--- config.mk ---
export PLATFORM = sky130hd
export DESIGN_NAME = txeq_coef_responder
export DESIGN_NICKNAME = d
export VERILOG_FILES = /design/src/rtl/txeq_coef_responder.sv
export SDC_FILE = /design/constraint.sdc
export NUM_CORES = 1
export LEC_CHECK = 0
export ABC_CLOCK_PERIOD_IN_PS = 2200
export BUFFER_PORTS_ARGS = -buffer_cell sky130_fd_sc_hd__buf_2
export CAP_MARGIN = 20
export CORE_MARGIN = 2
export CORE_UTILIZATION = 36
export DETAILED_ROUTE_END_ITERATION = 12
export MAX_ROUTING_LAYER = met4
export PLACE_DENSITY = 0.72
export SLEW_MARGIN = 20
export SYNTH_ARGS = -nofsm -noshare
export SYNTH_HDL_FRONTEND = slang
export SYNTH_SLANG_ARGS = --single-unit
--- constraint.sdc ---
create_clock -name clk -period 2.2 [get_ports clk]
set_input_delay 0.33 -clock clk [delete_from_list [all_inputs] [get_ports clk]]
set_output_delay 0.33 -clock clk [all_outputs]
set_load 0.02 [all_outputs]
--- src/rtl/txeq_coef_responder.sv ---
module txeq_coef_responder #(
  parameter int MAIN_W       = 5,
  parameter int POST_W       = 6,
  parameter int PRE_W        = 5,
  parameter int MAIN_INIT    = 20,
  parameter int POST_INIT    = 8,
  parameter int PRE_INIT     = 4,
  parameter int MAIN_PRESET  = 28,
  parameter int MAIN_MAX_DEF = 31,
  parameter int MAIN_MIN_DEF = 4,
  parameter int POST_MAX_DEF = 40,
  parameter int PRE_MAX_DEF  = 20
) (
  input  logic              clk,
  input  logic              rst_n,
  input  logic [15:0]       upd_word,
  input  logic              rx_ready,
  input  logic [MAIN_W-1:0] main_max_ovr,
  input  logic              main_max_ovr_en,
  input  logic [MAIN_W-1:0] main_min_ovr,
  input  logic              main_min_ovr_en,
  input  logic [POST_W-1:0] post_max_ovr,
  input  logic              post_max_ovr_en,
  input  logic [PRE_W-1:0]  pre_max_ovr,
  input  logic              pre_max_ovr_en,
  output logic [15:0]       stat_word,
  output logic [PRE_W-1:0]  pre_tap,
  output logic [MAIN_W-1:0] main_tap,
  output logic [POST_W-1:0] post_tap
);
  localparam int TW = (MAIN_W > POST_W) ? ((MAIN_W > PRE_W) ? MAIN_W : PRE_W)
                                        : ((POST_W > PRE_W) ? POST_W : PRE_W);
  localparam logic [1:0] ST_NONE = 2'b00, ST_MIN = 2'b01, ST_UPD = 2'b10, ST_MAX = 2'b11;

  logic [1:0] st_pre, st_main, st_post;

  wire do_preset = upd_word[13];
  wire do_init   = upd_word[12] & ~upd_word[13];
  wire do_load   = upd_word[12] | upd_word[13];

  wire [TW-1:0] lim_main_max = TW'(main_max_ovr_en ? main_max_ovr : MAIN_W'(MAIN_MAX_DEF));
  wire [TW-1:0] lim_main_min = TW'(main_min_ovr_en ? main_min_ovr : MAIN_W'(MAIN_MIN_DEF));
  wire [TW-1:0] lim_post_max = TW'(post_max_ovr_en ? post_max_ovr : POST_W'(POST_MAX_DEF));
  wire [TW-1:0] lim_pre_max  = TW'(pre_max_ovr_en  ? pre_max_ovr  : PRE_W'(PRE_MAX_DEF));

  function automatic logic [TW+1:0] tap_step(input logic [TW-1:0] tap, input logic [1:0] st,
                                             input logic [1:0] rq, input logic [TW-1:0] mx,
                                             input logic [TW-1:0] mn);
    logic [TW-1:0] t;
    logic [1:0]    s;
    t = tap;
    s = st;
    if (st != ST_NONE) begin
      if (rq == 2'b00 || rq == 2'b11) s = ST_NONE;
    end else if (rq == 2'b01) begin
      if (tap >= mx) s = ST_MAX;
      else begin t = tap + 1'b1; s = ST_UPD; end
    end else if (rq == 2'b10) begin
      if (tap <= mn) s = ST_MIN;
      else begin t = tap - 1'b1; s = ST_UPD; end
    end
    return {s, t};
  endfunction

  wire [TW+1:0] nx_pre  = tap_step(TW'(pre_tap),  st_pre,  upd_word[1:0], lim_pre_max,  '0);
  wire [TW+1:0] nx_main = tap_step(TW'(main_tap), st_main, upd_word[3:2], lim_main_max, lim_main_min);
  wire [TW+1:0] nx_post = tap_step(TW'(post_tap), st_post, upd_word[5:4], lim_post_max, '0);

  always_ff @(posedge clk) begin
    if (!rst_n) begin
      pre_tap  <= PRE_W'(PRE_INIT);
      main_tap <= MAIN_W'(MAIN_INIT);
      post_tap <= POST_W'(POST_INIT);
      {st_pre, st_main, st_post} <= '0;
    end else if (do_preset) begin
      pre_tap  <= '0;
      main_tap <= MAIN_W'(MAIN_PRESET);
      post_tap <= '0;
      {st_pre, st_main, st_post} <= {ST_UPD, ST_UPD, ST_UPD};
    end else if (do_init) begin
      pre_tap  <= PRE_W'(PRE_INIT);
      main_tap <= MAIN_W'(MAIN_INIT);
      post_tap <= POST_W'(POST_INIT);
      {st_pre, st_main, st_post} <= {ST_UPD, ST_UPD, ST_UPD};
    end else begin
      pre_tap  <= nx_pre[PRE_W-1:0];
      main_tap <= nx_main[MAIN_W-1:0];
      post_tap <= nx_post[POST_W-1:0];
      st_pre   <= nx_pre[TW+1:TW];
      st_main  <= nx_main[TW+1:TW];
      st_post  <= nx_post[TW+1:TW];
    end
  end

  assign stat_word = {rx_ready, 9'b0, st_post, st_main, st_pre};

  assert_main_step_R2: assert property (@(posedge clk) disable iff (!rst_n)
    !$past(do_load) |-> (int'(main_tap) - int'($past(main_tap)) <= 1 &&
                         int'($past(main_tap)) - int'(main_tap) <= 1));
  assert_hold_clears_R3: assert property (@(posedge clk) disable iff (!rst_n)
    (!do_load && (upd_word[3:2] == 2'b00 || upd_word[3:2] == 2'b11)) |=>
      (stat_word[3:2] == ST_NONE && $stable(main_tap)));
  assert_sat_still_R4: assert property (@(posedge clk) disable iff (!rst_n)
    (stat_word[5:4] == ST_MAX || stat_word[5:4] == ST_MIN) |-> $stable(post_tap));
  assert_init_load_R6: assert property (@(posedge clk) disable iff (!rst_n)
    do_init |=> (main_tap == MAIN_W'(MAIN_INIT) && pre_tap == PRE_W'(PRE_INIT) &&
                 post_tap == POST_W'(POST_INIT)));
  assert_preset_load_R7: assert property (@(posedge clk) disable iff (!rst_n)
    upd_word[13] |=> (pre_tap == '0 && post_tap == '0 && stat_word[5:0] == 6'b101010));
  assert_ovr_range_R8: assert property (@(posedge clk) disable iff (!rst_n)
    (!main_max_ovr_en || int'(main_max_ovr) > MAIN_INIT) &&
    (!main_min_ovr_en || (int'(main_min_ovr) < MAIN_INIT && int'(main_min_ovr) > MAIN_MIN_DEF)));
endmodule

==> metrics.txt <==
Worst Skew=1.18 ps; clock latency on the worst-skew pair=270 ps; total placed instance area=2620 um^2; Synth cell types=47; Port Buffers=56; CP max stage delay=460 ps; Hold Path Class=in -> reg; critical path data arrival time=2250 ps; largest net degree at the start of global routing=13; slack of the critical path=154 ps; setup TNS=0 ps; Place WS=1.12 ps; Finished Cell Area=2680 um^2; Final min period=2050 ps; endpoints failing setup=0; CTS tree=built; via count=2029; peak supply drop=0.203 mV; die area=6630 um^2; Synth top area share=0.214; Core Area=5850 um^2; Synth Instances=258; Hold Path Cell Cnt=2; DPL Wire Length=4060 um; r2r setup slk=150 ps; Core Util, Final=0.458; # DRC=0; H-tree depth=1; hold_buf cts=0; DRT Pass-1 Iters=4; IO Pins=76; EDFF count, synth=0; max_cap viols=0; Pwr Total=1.16 mW; vias per std cell=4.97; CP Capture Type=register; gr usage total=0.161; top_reg_cell synth=dfxtp_1; r2r startpoint=pre_tap[0]; Synth Cell Area=2160 um^2; status=completed; fmax=0.489 GHz; first-pass GRT wire length=8310 um; P&R area growth vs syn=24.1%; Num Clock Sinks=22; worst rel slew slack=0.577; Post-CTS Setup Inserts=0; register area share after synthesis=0.204; power density cells=433 nW/um^2; Worst-path clk slew=80 ps; initial core utilization=0.369; Worst Hold Launch=rst_n; RSZ-0062 raised after global routing=false; Synth Warn #=0; Setup CP Type=reg -> reg; R2R depth=8; share of cells above drive strength 1=0.261; WHS Endpoint=post_tap[3]; gr ovfl total=0; Syn Area/Cell=8.37 um^2; CP most frequent cell=a21oi_1; Synth area leader=ha_1; final RePlAce weighted congestion=0.840; Slew Viols, Final=0; worst slew pin tran=630 ps; FFs w/ async S/R, synth=0; Die H=81.4 um; period utilisation layout=0.930; Leak=1.34 nW; fin nets=418; CTS Buffer Depth=2; FF-to-FF End=pre_tap[4]; n_diodes=0; vias in the first global route=1931; Crit path required time=2400 ps; synth top area cells=ha_1 21%, dfxtp_1 20%, a21oi_1 3.9%; Die Width=81.4 um; Wirelength per Cell=12.1 um; Routed Antenna Nets=0; Synth Register Bits=22; Final Hold Vio Count=0; Worst Path Max Fanout=3; CTS Buf Count=3; slowest CP cell=or4_1; Root Buffer=clkbuf_8; Std-Cell Rows=28; startpoint types=register; initial antenna violation count=0; fill cell count=578; ordered list of cells on the worst path=inv_1, ha_1, nand2b_1, a21o_1, a21oi_1, o21bai_2, or4_1, a21oi_1; final wirelength=4940 um; post_cts resized=0; DR iter-0 viols=86
==> layout by cell type, fill, tap and decap left out, types with 4 or more instances in the layout <==
cell type,instances
nor3_1,7
clkbuf_8,4
o21ai_0,15
buf_4,19
ha_1,37
nand2b_1,5
nand2_1,18
dfxtp_1,22
o211ai_1,4
nor2_1,12
a21oi_1,17
inv_1,21
buf_2,56
conb_1,9
a21o_1,8
xnor2_1,7
mux2i_1,6
nor2b_1,12
nand3_1,5
and2_1,4
==> how the worst max path moves through the flow <==
stage | from | end | slack [ps] | depth (start not counted)
floorplan | post_tap[0] | post_tap[5] | 30 | 8
global placement | main_max_ovr_en | main_tap[2] | 50 | 9
detailed placement | main_min_ovr_en | main_tap[2] | 1 | 9
CTS | pre_tap[0] | pre_tap[4] | 140 | 8
global route | main_tap[1] | main_tap[2] | 20 | 7
finish | pre_tap[0] | pre_tap[4] | 150 | 8
==> metrics by stage <==
step | hold WS [ps] | cells
detailed placement | 520 | 404
CTS | 288 | 408
global route | 298 | 408
finish | 293 | 408
global placement | 515 | 404
floorplan | 406 | 266
==> critical path: cells and delay by family, from the launching register on <==
kind | cells | cell delay (ps)
AOI/OAI and AO/OA | 4 | 610
buffers and inverters | 1 | 90
DFF | 1 | 390
and+or+nand+nor | 2 | 590
adders and majority gates | 1 | 290
==> final cells by class <==
cell class	count	area [um^2]	share of cell area
timing repair buffer	75	423	0.158
clock buffer	4	55.1	0.0206
inverter	21	78.8	0.0294
tap	75	93.8	0.0350
sequential	22	440	0.164
multi-input combinational	211	1590	0.593
==> power breakdown <==
group | switching, mW | total, mW | internal (mW)
clock | 0.146 | 0.306 | 0.160
combinational | 0.225 | 0.421 | 0.196
sequential | 0.0191 | 0.433 | 0.414
total | 0.390 | 1.16 | 0.770
==> cells in the mapped netlist, drive strengths merged, types with 6 or more instances <==
| library cell | n |
|---|---|
| buf | 10 |
| ha | 37 |
| a21oi | 17 |
| inv | 21 |
| mux2i | 6 |
| nor2b | 12 |
| nor3 | 7 |
| nand2 | 18 |
| nor2 | 12 |
| a21o | 8 |
| o21ai | 16 |
| dfxtp | 22 |
| xnor2 | 7 |
==> state kept, by name, indices dropped and copies added, names as in the netlist <==
register and cells:
post_tap 6, main_tap 5, pre_tap 5, st_main 2
st_post 2, st_pre 2
==> cell families after synthesis <==
logic type,count (synthesis),share of synthesized area
XOR/XNOR,10,0.0406
adder cells (fa/ha/maj),40,0.242
flip-flops,22,0.204
multiplexers,6,0.0278
AO/OA/AOI/OAI,70,0.225
buffers and inverters,33,0.0748
AND/OR/NAND/NOR,76,0.184
other,1,0.00174
==> routing by layer <==
| metal | global-route usage | up-vias | wire [um] |
|---|---|---|---|
| li1 | - | 1052 | - |
| met1 | 0.197 | 918 | 2290 |
| met2 | 0.267 | 52 | 2300 |
| met3 | 0.0231 | 7 | 262 |
| met4 | 0.0610 | 0 | 91 |
| met5 | - | - | 0 |
Note: power is estimated with default switching activity, not from simulation.
